==> src/rtl/smu_pkg.sv <==
package smu_pkg;
  localparam int META_W = 2;
  localparam int N_STATES = 1 << META_W;
  localparam int TBL_N = 2 * N_STATES;
  localparam int TBL_IW = META_W + 1;
  localparam logic [META_W-1:0] META_EXC = '1;

  typedef enum logic [1:0] {
    OP_LD  = 2'd0,
    OP_ST  = 2'd1,
    OP_SLD = 2'd2,
    OP_SST = 2'd3
  } op_e;

  function automatic logic op_is_sup(input logic [1:0] op);
    return op[1];
  endfunction

  function automatic logic op_is_write(input logic [1:0] op);
    return op[0];
  endfunction

  function automatic logic [TBL_IW-1:0] tbl_index(input logic [1:0] op,
                                                  input logic [META_W-1:0] cur);
    return {op[0], cur};
  endfunction
endpackage

==> src/rtl/smu_trans_table.sv <==
module smu_trans_table
  import smu_pkg::*;
(
  input  logic              clk,
  input  logic              rst_n,
  input  logic              wr_en,
  input  logic [TBL_IW-1:0] wr_idx,
  input  logic [META_W-1:0] wr_val,
  input  logic [TBL_IW-1:0] rd_idx,
  output logic [META_W-1:0] rd_val
);
  logic [META_W-1:0] entry_q [TBL_N];

  for (genvar g = 0; g < TBL_N; g++) begin : g_ent
    always_ff @(posedge clk) begin
      if (!rst_n) entry_q[g] <= '0;
      else if (wr_en && wr_idx == TBL_IW'(g)) entry_q[g] <= wr_val;
    end
  end

  assign rd_val = entry_q[rd_idx];
endmodule

==> src/rtl/smu_store.sv <==
module smu_store
  import smu_pkg::*;
#(
  parameter int ADDR_W = 4,
  parameter int DATA_W = 8
) (
  input  logic              clk,
  input  logic              rst_n,
  input  logic [ADDR_W-1:0] addr,
  input  logic              data_we,
  input  logic [DATA_W-1:0] data_wr,
  input  logic              meta_we,
  input  logic [META_W-1:0] meta_wr,
  output logic [DATA_W-1:0] data_rd,
  output logic [META_W-1:0] meta_rd
);
  localparam int DEPTH = 1 << ADDR_W;

  logic [DATA_W-1:0] data_q [DEPTH];
  logic [META_W-1:0] meta_q [DEPTH];

  for (genvar g = 0; g < DEPTH; g++) begin : g_word
    always_ff @(posedge clk) begin
      if (!rst_n) begin
        data_q[g] <= '0;
        meta_q[g] <= '0;
      end else if (addr == ADDR_W'(g)) begin
        if (data_we) data_q[g] <= data_wr;
        if (meta_we) meta_q[g] <= meta_wr;
      end
    end
  end

  assign data_rd = data_q[addr];
  assign meta_rd = meta_q[addr];
endmodule

==> src/rtl/sup_mem_unit.sv <==
module sup_mem_unit
  import smu_pkg::*;
#(
  parameter int ADDR_W = 4,
  parameter int DATA_W = 8
) (
  input  logic              clk,
  input  logic              rst_n,
  input  logic              tbl_we,
  input  logic [2:0]        tbl_idx,
  input  logic [1:0]        tbl_val,
  input  logic              req_valid,
  output logic              req_ready,
  input  logic [1:0]        req_op,
  input  logic [ADDR_W-1:0] req_addr,
  input  logic [DATA_W-1:0] req_wdata,
  output logic              rsp_valid,
  output logic [DATA_W-1:0] rsp_rdata,
  output logic              rsp_jump,
  output logic [1:0]        rsp_meta
);
  typedef enum logic {ST_IDLE, ST_EXEC} phase_e;

  phase_e            phase_q;
  logic [1:0]        op_q;
  logic [ADDR_W-1:0] addr_q;
  logic [DATA_W-1:0] wdata_q;

  // named internal events
  logic              accept;
  logic              in_exec;
  logic              exec_sup;
  logic [META_W-1:0] cur_meta;
  logic [META_W-1:0] nxt_meta;
  logic              exc_hit;
  logic              data_we;
  logic              meta_we;
  logic [DATA_W-1:0] data_rd;

  assign req_ready = (phase_q == ST_IDLE);
  assign accept    = req_valid && req_ready;
  assign in_exec   = (phase_q == ST_EXEC);
  assign exec_sup  = in_exec && op_is_sup(op_q);

  smu_trans_table u_tbl (
    .clk    (clk),
    .rst_n  (rst_n),
    .wr_en  (tbl_we),
    .wr_idx (tbl_idx),
    .wr_val (tbl_val),
    .rd_idx (tbl_index(op_q, cur_meta)),
    .rd_val (nxt_meta)
  );

  smu_store #(.ADDR_W(ADDR_W), .DATA_W(DATA_W)) u_mem (
    .clk     (clk),
    .rst_n   (rst_n),
    .addr    (addr_q),
    .data_we (data_we),
    .data_wr (wdata_q),
    .meta_we (meta_we),
    .meta_wr (nxt_meta),
    .data_rd (data_rd),
    .meta_rd (cur_meta)
  );

  assign exc_hit = exec_sup && (nxt_meta == META_EXC);
  assign data_we = in_exec && op_is_write(op_q) && !exc_hit;
  assign meta_we = exec_sup && !exc_hit && (nxt_meta != cur_meta);

  always_ff @(posedge clk) begin
    if (!rst_n) begin
      phase_q   <= ST_IDLE;
      op_q      <= '0;
      addr_q    <= '0;
      wdata_q   <= '0;
      rsp_valid <= 1'b0;
      rsp_rdata <= '0;
      rsp_jump  <= 1'b0;
      rsp_meta  <= '0;
    end else begin
      rsp_valid <= 1'b0;
      if (accept) begin
        phase_q <= ST_EXEC;
        op_q    <= req_op;
        addr_q  <= req_addr;
        wdata_q <= req_wdata;
      end else if (in_exec) begin
        phase_q   <= ST_IDLE;
        rsp_valid <= 1'b1;
        rsp_jump  <= exc_hit;
        rsp_meta  <= exec_sup ? cur_meta : '0;
        rsp_rdata <= (!op_is_write(op_q) && !exc_hit) ? data_rd : '0;
      end
    end
  end
endmodule

==> config.mk <==
export PLATFORM = sky130hd
export DESIGN_NAME = sup_mem_unit
export DESIGN_NICKNAME = d
export VERILOG_FILES = /design/src/rtl/smu_pkg.sv /design/src/rtl/smu_trans_table.sv /design/src/rtl/smu_store.sv /design/src/rtl/sup_mem_unit.sv
export SDC_FILE = /design/constraint.sdc
export NUM_CORES = 1
export LEC_CHECK = 0
export BUFFER_PORTS_ARGS = -buffer_cell sky130_fd_sc_hd__buf_2
export CAP_MARGIN = 40
export CELL_PAD_IN_SITES_DETAIL_PLACEMENT = 0
export CELL_PAD_IN_SITES_GLOBAL_PLACEMENT = 2
export CORE_MARGIN = 2
export CORE_UTILIZATION = 40
export CTS_CLUSTER_SIZE = 16
export DETAILED_ROUTE_END_ITERATION = 7
export GPL_TIMING_DRIVEN = 1
export PLACE_DENSITY = 0.78
export SYNTH_ARGS = -nofsm -noshare
export SYNTH_HDL_FRONTEND = slang
export SYNTH_SLANG_ARGS = --single-unit
==> constraint.sdc <==
create_clock -name clk -period 3.9 [get_ports clk]
set_clock_uncertainty 0.05 [all_clocks]
set_input_delay 0.78 -clock clk [delete_from_list [all_inputs] [get_ports clk]]
set_output_delay 0.78 -clock clk [all_outputs]
set_load 0.005 [all_outputs]
Word-level counts from Yosys, hierarchy flattened
Memory sizes are Yosys's and may differ from the RTL's. A register that Yosys moved wholly into a read port is not among the register bits.
Cells that the tools add are included.
- bits in registers: 27
- bits in latches: 0
- RAM bits: 176
- memory bits (read-only): 0
- input port bits: 23
- output and inout bits: 13
- logic and storage cells: 271
- memories kept: 3
- memories (name ; depth ; bits a word ; rd ports ; clocked after memory_dff ; write ports ; line ; RTL):
    u_mem.data_q ; 16 ; 8 ; 1 ; 1 ; 16 ; smu_store.sv:19 ; logic [DATA_W-1:0] data_q [DEPTH];
    u_mem.meta_q ; 16 ; 2 ; 1 ; 1 ; 16 ; smu_store.sv:20 ; logic [META_W-1:0] meta_q [DEPTH];
    u_tbl.entry_q ; 8 ; 2 ; 1 ; 0 ; 8 ; smu_trans_table.sv:12 ; logic [META_W-1:0] entry_q [TBL_N];
- add/subtract/negate cells: 0
- multipliers: 0
- divide/modulo/power cells: 0
- $lt $le $gt $ge: 0
- eq/ne operators: 24
- shift operators: 0
- mux-type cells: 171
- bitwise logic cells: 43
- reduce and logical (&&, ||, !) cells: 22
- operator list (operator ; number):
    two-way mux 8 bit ; 17
    two-way mux 1 bit ; 125
    two-way mux 2 bit ; 25
    bitwise OR 1 bit ; 40
    equality test 4 bit, second input constant ; 8
    equality test 4 x 3 -> 1 bit, second input constant ; 4
    logical AND 1 bit ; 16
    two-way mux 4 bit ; 4
    equality test 3 bit, second input constant ; 4
    equality test 4 x 2 -> 1 bit, second input constant ; 2
    equality test 3 x 2 -> 1 bit, second input constant ; 2
    equality test 4 x 1 -> 1 bit, second input constant ; 1
    logical NOT 4 bit ; 1
    equality test 3 x 1 -> 1 bit, second input constant ; 1
    logical NOT 3 bit ; 1
    NOT 1 bit ; 3
    equality test 2 bit, second input constant ; 1
    logical NOT 1 bit ; 2
    inequality test 2 bit ; 1
    AND reduction 2 bit ; 1
    OR reduction 2 bit ; 1

Logic depth before layout (Yosys ltp)
Gate-level depths: netlist of run 1.
An unclocked memory read counts as a cell.
- word-level depth: 11
- depth in mapped cells: 14
- depth with buffers taken out: 8

By module
Synthesis of run 1 repeated with hierarchy kept, for this count alone.
- cell total of the unflattened synthesis: 710
- area total of the unflattened synthesis: 9471.6 sq um
- modules (own cells, without submodules) (module ; instances ; cells each ; area each (sq um)):
    smu_store ; 1 ; 546 ; 7656.1
    sup_mem_unit ; 1 ; 107 ; 1042.2
    smu_trans_table ; 1 ; 57 ; 773.2

Worst setup path before layout of run 1
Ideal clock, no wire load.
- path type: reg2reg
- start point: register with a tool-made name
- end point: memory u_mem.data_q[11][0], enable pin
- setup time: 0.387 ns
- arrival time: 3.193 ns
- required time: 3.463 ns
- slack: 0.270 ns
- stages on the path, launching flop included: 13
- buffers on the path: 4
- cell sequence: dfxtp_1 -> buf_4 -> mux2_1 -> a22o_1 -> o21bai_1 -> and2_1 -> buf_6 -> mux2_4 -> a211o_1 -> nor3b_1 -> buf_2 -> buf_2 -> o31ai_1
- RTL lines (what ; line):
    end, declared ; smu_store.sv:19

==> results.toml, run 1 <==
[floorplan]
dieWidth_um = 161
ios = 36
dieArea_um2 = 26100
core_um2 = 24300
initial_core_util = 0.408
die_h_um = 161
row_count = 57

[synthesis]
synthCells = 751
synth_fp_nets = 774
ys_types = 49
yosysWarnings = 0
synth_top_area_cell = "edfxtp_1"
synth_top_area_frac = 0.533
syn_area_um2 = 9920
ys_seq_elements = 207
synth_edf_count = 176
avgSynthCellArea_um2 = 13.2
synthArstFlopShare = 0
yosysSeqAreaShare = 0.595
synth_area_leaders = "edfxtp_1 53%, mux4_2 10%, dfxtp_1 6.3%"
ys.flop_type = "edfxtp_1"

[grt]
antenna_found_initial = 0
grt_pass1_wl_mm = 38.6
grt_max_degree = 79
grt.overflow.total = 0
track_usage = 0.195
grt_pass1_vias = 6360

[timing]
fin_crit_ns = 3.68
hold_viol_final = 0
report.final.slew_viol_count = 0
period_share = 0.944
timing.fmax_mhz = 272
tightest_slew_ns = 0.844
fin_tns_setup_ns = 0
rsz0062_at_grt = "false"
slew_headroom = 0.436
setup_ws_ns = 0.218
setup_viol = 0

[finish]
antenna_cells = 0
final_cell_mix = "176 x edfxtp_1, 70 x nand2_1, 69 x nor3_1, 60 x nor3_2"
synthToLayoutAreaGrowth_pct = 13.1
final_nets = 801
final_common_cell = "edfxtp_1"
drive_above_1_share = 0.298
n_fill_cell = 2135

[clocking]
hold_buffers = 0
cts_root_buf = "clkbuf_16"
cts-buffers-inserted = 23
clock_latency_ns = 0.52
cts_tree = "built"
cts.sinks = 207
clock_path_buffers = 3
h-tree-depth = 1
path_clk_slew_ns = 0.06

[setup_path]
cpPeakStageDelay_ns = 0.55
path_delay_family = "simple AND/OR/NAND/NOR gates"
cp_num_buf_inv = 3
arrival_ns = 3.81
cp.required_ns = 4.02
startpoint_type = "register"
cp_common_cell = "buf_4"
path_max_fanout = 36
crit_type = "register to register"
path_cells = "buf_12 > mux4_2 > a22oi_2 > nand2_2 > or4_1 > nand4_1 > buf_4 > a32oi_1 > buf_4 > o21ai_0"
cp-end-kind = "register"
worst_path_max_delay_cell = "mux4_2"

[power_and_ir_drop]
p_leak_nw = 3.57
p_per_area_nw_per_um2 = 450
peakVddDrop_v = 0.000269

[run]
maxCapViolations = 0

[placement]
place_congestion = 0.853
pre_cts_ws_ns = 0.216
io_buffers = 35
dp_hpwl_mm = 17.4

[drt]
avgRoutedWirePerCell_um = 22.3
route.vias.total = 6425
ant_nets = 0
detail_route.vias_per_cell = 5.75
drc = 0
first_pass_iters = 5
drtIter0Drc = 590
wl_mm = 25.0

[worst_hold_path]
hold_path.class = "register to register"
hold_start = "rsp_rdata[3]"

[status]
status = "finished clean"
==> through the flow <==
step                      utilization  hold slack [ns]  total power [mW]  area [um2]  instances
after floorplan                     -            0.394              2.84        9920        751
after global placement          0.431            0.389              2.97       10500       1076
after detailed placement        0.431            0.389              2.98       10500       1077
after CTS                       0.461            0.403              5.08       11200       1118
after global routing            0.461            0.419              5.20       11200       1118
final                           0.461            0.394              5.05       11200       1118
==> repair_timing <==
action / CTS / global route
setup buffers: 0 / 0
setup endpoints to repair: 0 / 9
resized for setup: 0 / 2
==> Yosys cell counts (2+ instances only) <==
cell type  number
nor4_1         16
buf_2          11
nand2_1        70
o31ai_1        16
buf_1           6
mux4_2         44
a21boi_0       15
edfxtp_1      176
and2_1          5
nand2b_1        7
clkbuf_1       50
buf_6           9
mux2_2          3
nand3_1        21
a311oi_1        2
nor3_1         69
o21ai_0        22
nand3b_1        4
dfxtp_1        31
a2111oi_2       2
nand4_1         3
nor2b_1        10
nor2_1         39
or4_1           2
buf_4           3
or3b_2          2
o21ai_1        10
mux2i_1        13
nor3_2         60
a21oi_1         5
a22oi_2         4
inv_1           4
==> power by group <==
group	leakage, nW	internal [mW]	switching, mW	total (mW)
combinational	1.15	0.160	0.250	0.411
clock	0.352	1.26	0.857	2.11
sequential	2.07	2.48	0.0502	2.53
total	3.57	3.89	1.16	5.05
==> kinds of logic after synthesis <==
| group | after synthesis | synth area share |
|---|---|---|
| AOI/OAI and AO/OA | 85 | 0.0604 |
| buffers and inverters | 83 | 0.0407 |
| DFF | 207 | 0.595 |
| muxes | 62 | 0.119 |
| and+or+nand+nor | 314 | 0.184 |
==> final cells by class <==
cell class                      count  area (um2)  area share
Inverter                            4        15.0     0.00134
Clock inverter                      9        97.6     0.00870
Sequential cell                   207        5910       0.527
Timing Repair Buffer               81         546      0.0486
Multi-Input combinational cell    461        3620       0.323
Clock buffer                       32         629      0.0561
Tap cell                          324         405      0.0361
==> routing by layer <==
metal  global-route usage  part of all wire
met2                0.316              0.48
met1                0.271              0.42
met3               0.0321             0.067
met4               0.0588             0.028
met5                    0                 0
==> state kept, by name, indices dropped and copies added, names as in the netlist, named ones only <==
name and cells:
wdata_q 8, u_mem.meta_q 32, addr_q 4, rsp_valid 1
rsp_jump 1, u_mem.data_q 128, u_tbl.entry_q 16, op_q 2
rsp_meta 2, in_exec 1, rsp_rdata 8
==> final timing paths <==
| path | to | slack [ns] | cells after the start |
|---|---|---|---|
| worst min-delay path | rsp_rdata[3] | 0.39 | 2 |
| worst min register to register | rsp_rdata[3] | 0.39 | 2 |
| worst max register to register | u_mem.meta_q[12][1] | 0.22 | 10 |
| worst max-delay path | u_mem.meta_q[12][1] | 0.22 | 10 |
==> worst min-delay path: stages, from the launching register on <==
cell	delay [ns]
dfxtp_1	0.32
nand2_1	0.04
o21ai_0	0.05
Power figures use the tool's default switching activity.
==> run 2, diff against run 1 <==
Settings changed: CORE_UTILIZATION 40 to 45, PLACE_DENSITY 0.78 to 0.83, SYNTH_HIERARCHICAL set to 1.
Clock period 3.9 ns to 4.8 ns, I/O delays scaled along.
==> run 2 against run 1 <==
  * Synthesized cell count down 5.5%
  * Global-route usage up 1.5 points
  * Utilization up 4.8 points
  * Clock-buffer cell count down 8
  * Clock power down 13%
  * First-iteration DRC count down 22%
  * Sequential share of layout area up 2.3 points
  * Critical path depth up 1
  * Flip-flop and latch count down 4
  * Largest power group unchanged
==> results.toml, run 2 <==
[setup_path]
crit_path_start = "addr_q[0]"
startpoint_type = "register"
cp-end-kind = "register"
r2r_slack_ns = 0.72
ff2ff_path_depth = 11
r2r_start = "addr_q[0]"
r2r-end = "u_mem/data_q[13][6]"
crit_path_end = "u_mem/data_q[13][6]"
cp.required_ns = 5.12
crit_type = "register to register"
path_max_fanout = 26
arrival_ns = 4.40

[synthesis]
synthArstFlopShare = 0
ys.flop_type = "edfxtp_1"
yosysWarnings = 6
synth_area_leaders = "edfxtp_1 56%, and2_1 8.6%, mux4_2 7.8%"
avgSynthCellArea_um2 = 13.3
ys_types = 39
synth_commonest_cells = "176 x edfxtp_1, 130 x and2_1, 91 x nand2_1, 59 x nor2_1, 41 x nand3_1"
yosysMostFrequentCell = "edfxtp_1"
ys_seq_elements = 203
syn_area_um2 = 9470
synthCells = 710
synth_top_area_cell = "edfxtp_1"
synth_fp_nets = 733
synth_edf_count = 176
synth_top_area_frac = 0.558
yosysSeqAreaShare = 0.615

[floorplan]
row_count = 53
core_um2 = 20800
ios = 36
dieArea_um2 = 22200
initial_core_util = 0.455
dieWidth_um = 149
die_h_um = 149

[clocking]
clock_path_buffers = 3
cts_resized = 0
hold_buffers = 0
path_clk_slew_ns = 0.06
cts-buffers-inserted = 22
cts_root_buf = "clkbuf_16"
cts_setup_buffers = 0
h-tree-depth = 1
clock_latency_ns = 0.51
cts_tree = "built"
cts.sinks = 203

[finish]
regMostFlops = "u_mem/data_q"
final_cell_mix = "176 x edfxtp_1, 130 x and2_1, 91 x nand2_1, 59 x nor2_1, 41 x nand3_1"
largest_reg_flops = 128
largestRegisters = "u_mem/data_q (128), u_mem/meta_q (32), u_tbl/entry_q (16)"
final_nets = 755
stdcell_area_um2 = 10600
drive_above_1_share = 0.186
antenna_cells = 0
synthToLayoutAreaGrowth_pct = 12.0
final_common_cell = "edfxtp_1"

[placement]
place_congestion = 0.774
post_dp_cell_area_um2 = 9810
pre_cts_ws_ns = 0.714
dp_hpwl_mm = 15.4
io_buffers = 35

[power_and_ir_drop]
p_per_area_nw_per_um2 = 389
p_leak_nw = 3.83
peakVddDrop_v = 0.000257

[drt]
avgRoutedWirePerCell_um = 22.2
route.vias.total = 5753
ant_nets = 0
drtIter0Drc = 463
wl_mm = 22.7
first_pass_iters = 5
drc = 0
detail_route.vias_per_cell = 5.62

[grt]
antenna_found_initial = 0
grt_pass1_vias = 5799
grt_max_degree = 53
grt.overflow.total = 0
grt_pass1_wl_mm = 34.7
track_usage = 0.210

[timing]
tightest_slew_ns = 0.923
slew_headroom = 0.385
fin_tns_setup_ns = 0
report.final.slew_viol_count = 0
period_share = 0.850
rsz0062_at_grt = "false"
hold_viol_final = 0
timing.fmax_mhz = 245
fin_crit_ns = 4.08
setup_viol = 0
setup_ws_ns = 0.722
fin_hold_ws_ns = 0.401

[run]
maxCapViolations = 0

[worst_hold_path]
hold_path.class = "register to register"

[status]
status = "finished clean"
==> run 2: cell types whose count changed in the layout (fill, tap and decap cells not counted), moves of 16 or more <==
cell and change:
a22oi_1 +20, and2_1 +125, buf_4 -30, nand2_1 +21
nand3_1 +20, nor2_1 +20, nor3_1 -69, nor3_2 -57
nor4_1 -16
==> run 2: critical path, cell delays in order, from the launching register on <==
cell	delay, ns
dfxtp_2	0.48
buf_4	0.48
mux4_2	0.56
a22oi_1	0.23
nand2_1	0.23
mux2_2	0.36
nand3_1	0.13
and3_1	0.36
buf_4	0.22
nand4_1	0.23
nor2_1	0.42
and2_1	0.19
==> run 2: stage by stage <==
stage / util / power [mW] / cells
after floorplan: - / 2.23 / 710
after global placement: 0.471 / 2.32 / 983
after detailed placement: 0.471 / 2.33 / 983
after CTS: 0.510 / 4.16 / 1023
after global routing: 0.510 / 4.25 / 1023
final: 0.510 / 4.13 / 1023
==> run 2: power breakdown <==
part	switching (mW)	internal, mW	leakage (nW)	total (mW)
clock network	0.695	1.14	0.379	1.84
registers	0.0607	1.98	2.04	2.04
logic	0.152	0.105	1.41	0.256
total	0.908	3.22	3.83	4.13
==> run 2: cell families after synthesis <==
logic type	count (synthesis)	synth area share
compound gates	56	0.0444
mux	46	0.111
flops	203	0.615
simple gates	351	0.198
buf+inv	54	0.0312
==> run 2: cell type report <==
| cell class | count | area, um2 |
|---|---|---|
| Clock buffer | 24 | 579 |
| Tap cell | 275 | 344 |
| Fill cell | 1805 | 10200 |
| Sequential cell | 203 | 5830 |
| Inverter | 3 | 11.3 |
| Multi-Input combinational cell | 453 | 3350 |
| Timing Repair Buffer | 49 | 280 |
| Clock inverter | 16 | 216 |
==> run 2: worst min-delay path by stage <==
stage                startpoint           to  slack (ns)  cells past startpoint
global route        rsp_meta[0]  rsp_meta[0]        0.43                      2
floorplan             addr_q[2]    addr_q[2]        0.38                      2
detailed placement  rsp_meta[0]  rsp_meta[0]        0.40                      2
global placement    rsp_meta[1]  rsp_meta[1]        0.39                      2
finish              rsp_meta[0]  rsp_meta[0]        0.40                      2
CTS                 rsp_meta[0]  rsp_meta[0]        0.40                      2
==> run 2: per-layer routing <==
layer,up-vias,wire (um),track usage
li1,2640,-,-
met1,2836,10000,0.309
met2,230,10500,0.327
met3,47,1540,0.0291
met4,0,664,0.0643
met5,-,0,0
==> run 3, diff against run 2 <==
Settings changed: CORE_UTILIZATION 45 to 44, PLACE_DENSITY 0.83 to 0.81.
Clock period 4.8 ns to 3.8 ns, I/O delays scaled along.
==> run 3 against run 2 <==
  * Non-clock buffer count rose by 23
  * Final area rose by 1.5%
  * Combinational power rose by 39%
  * Critical path depth fell by 1
  * Sequential power rose by 25%
  * Flip-flop and latch count did not move
  * Clock-buffer cell count fell by 2
  * Total power rose by 22%
  * Clock power rose by 16%
  * Via count rose by 0.82%
  * Highest routed layer unchanged
==> results.toml, run 3 (synthesis gave the netlist of run 2 again) <==
[drt]
drtIter0Drc = 432
first_pass_iters = 5
avgRoutedWirePerCell_um = 21.2
drc = 0
ant_nets = 0
detail_route.vias_per_cell = 5.56
wl_mm = 22.1
route.vias.total = 5800

[placement]
place_congestion = 0.828
dp_hpwl_mm = 15.3
io_buffers = 35
pre_cts_ws_ns = 0.0994

[timing]
timing.fmax_mhz = 278
report.final.slew_viol_count = 0
fin_crit_ns = 3.59
fin_tns_setup_ns = 0
fin_hold_ws_ns = 0.403
hold_viol_final = 0
tightest_slew_ns = 0.850
setup_viol = 0
slew_headroom = 0.432
period_share = 0.946
setup_ws_ns = 0.206
rsz0062_at_grt = "false"

[finish]
final_common_cell = "edfxtp_1"
final_nets = 777
synthToLayoutAreaGrowth_pct = 13.6
antenna_cells = 0
largest_reg_flops = 128
n_fill_cell = 1839
regMostFlops = "u_mem/data_q"
largestRegisters = "u_mem/data_q (128), u_mem/meta_q (32), u_tbl/entry_q (16)"
final_cell_mix = "176 x edfxtp_1, 130 x and2_1, 89 x nand2_1, 59 x nor2_1, 41 x nand3_1"
drive_above_1_share = 0.208

[setup_path]
path_cells = "mux4_2 > a22oi_1 > nand2_1 > mux4_1 > mux2_2 > nand3_1 > and3_2 > buf_4 > nand3_1 > nand2_1"
worst_path_max_delay_cell = "mux4_2"
cp_num_buf_inv = 1
path_delay_family = "multiplexers"
startpoint_type = "register"
path_max_fanout = 8
crit_type = "register to register"
arrival_ns = 3.71
cp.required_ns = 3.91
cpPeakStageDelay_ns = 0.54
cp-end-kind = "register"

[grt]
antenna_found_initial = 0
grt.overflow.total = 0
grt_pass1_vias = 5598
grt_max_degree = 37
track_usage = 0.199
grt_pass1_wl_mm = 33.5

[power_and_ir_drop]
p_leak_nw = 3.92
p_per_area_nw_per_um2 = 468
peakVddDrop_v = 0.000299

[run]
maxCapViolations = 0

[status]
status = "finished clean"

[clocking]
clock_path_buffers = 3
cts.sinks = 203
path_clk_slew_ns = 0.06
cts-buffers-inserted = 21
cts_tree = "built"
h-tree-depth = 1
hold_buffers = 0
cts_root_buf = "clkbuf_16"
clock_latency_ns = 0.50

[floorplan]
dieArea_um2 = 22700
core_um2 = 21100
ios = 36
dieWidth_um = 151
initial_core_util = 0.449
die_h_um = 151
row_count = 53

[worst_hold_path]
hold_path.class = "register to register"
run 3: final cells by class:
cell class	count	area, um2	area share
inverters	3	11.3	0.00105
multi-input cells	453	3360	0.312
flip-flops and latches	203	5830	0.541
clock inverters	16	185	0.0172
repair buffers	72	503	0.0467
clock buffers	22	529	0.0492
well taps	275	344	0.0320
run 3: layer usage:
layer,routed length (um),vias to the layer above,GRT usage
li1,-,2670,-
met1,10300,2907,0.297
met2,10200,196,0.305
met3,1280,27,0.0333
met4,337,0,0.0472
met5,0,-,0
run 3: power by group:
| group | internal [mW] | switching (mW) |
|---|---|---|
| Combinational | 0.149 | 0.206 |
| Clock | 1.29 | 0.841 |
| Sequential | 2.50 | 0.0662 |
run 3: tightest hold or removal path: stages (launching register included):
cell and delay, ns:
dfxtp_1 0.30, nand2_1 0.05, a21boi_1 0.05
run 3: through the flow:
step,area (um2),std cells,utilization,power [mW]
3_3_place_gp,10000,1005,0.476,2.95
2_1_floorplan,9470,710,-,2.82
4_1_cts,10700,1043,0.509,5.08
3_5_place_dp,10000,1005,0.476,2.96
5_1_grt,10800,1044,0.510,5.20
6_report,10800,1044,0.510,5.04
run 3: what timing repair did:
action	4_1_cts	5_1_grt
setup endpoints to repair	0	157
buffers inserted	0	1
gates resized for setup	0	4
run 3: path summary, 6_finish.rpt:
check,from,to,slack (ns),cells after the start
hold / removal,rsp_meta[0],rsp_meta[0],0.40,2
setup reg to reg,addr_q[0],u_mem/data_q[8][3],0.21,10
setup / recovery,addr_q[0],u_mem/data_q[8][3],0.21,10
hold reg to reg,rsp_meta[0],rsp_meta[0],0.40,2
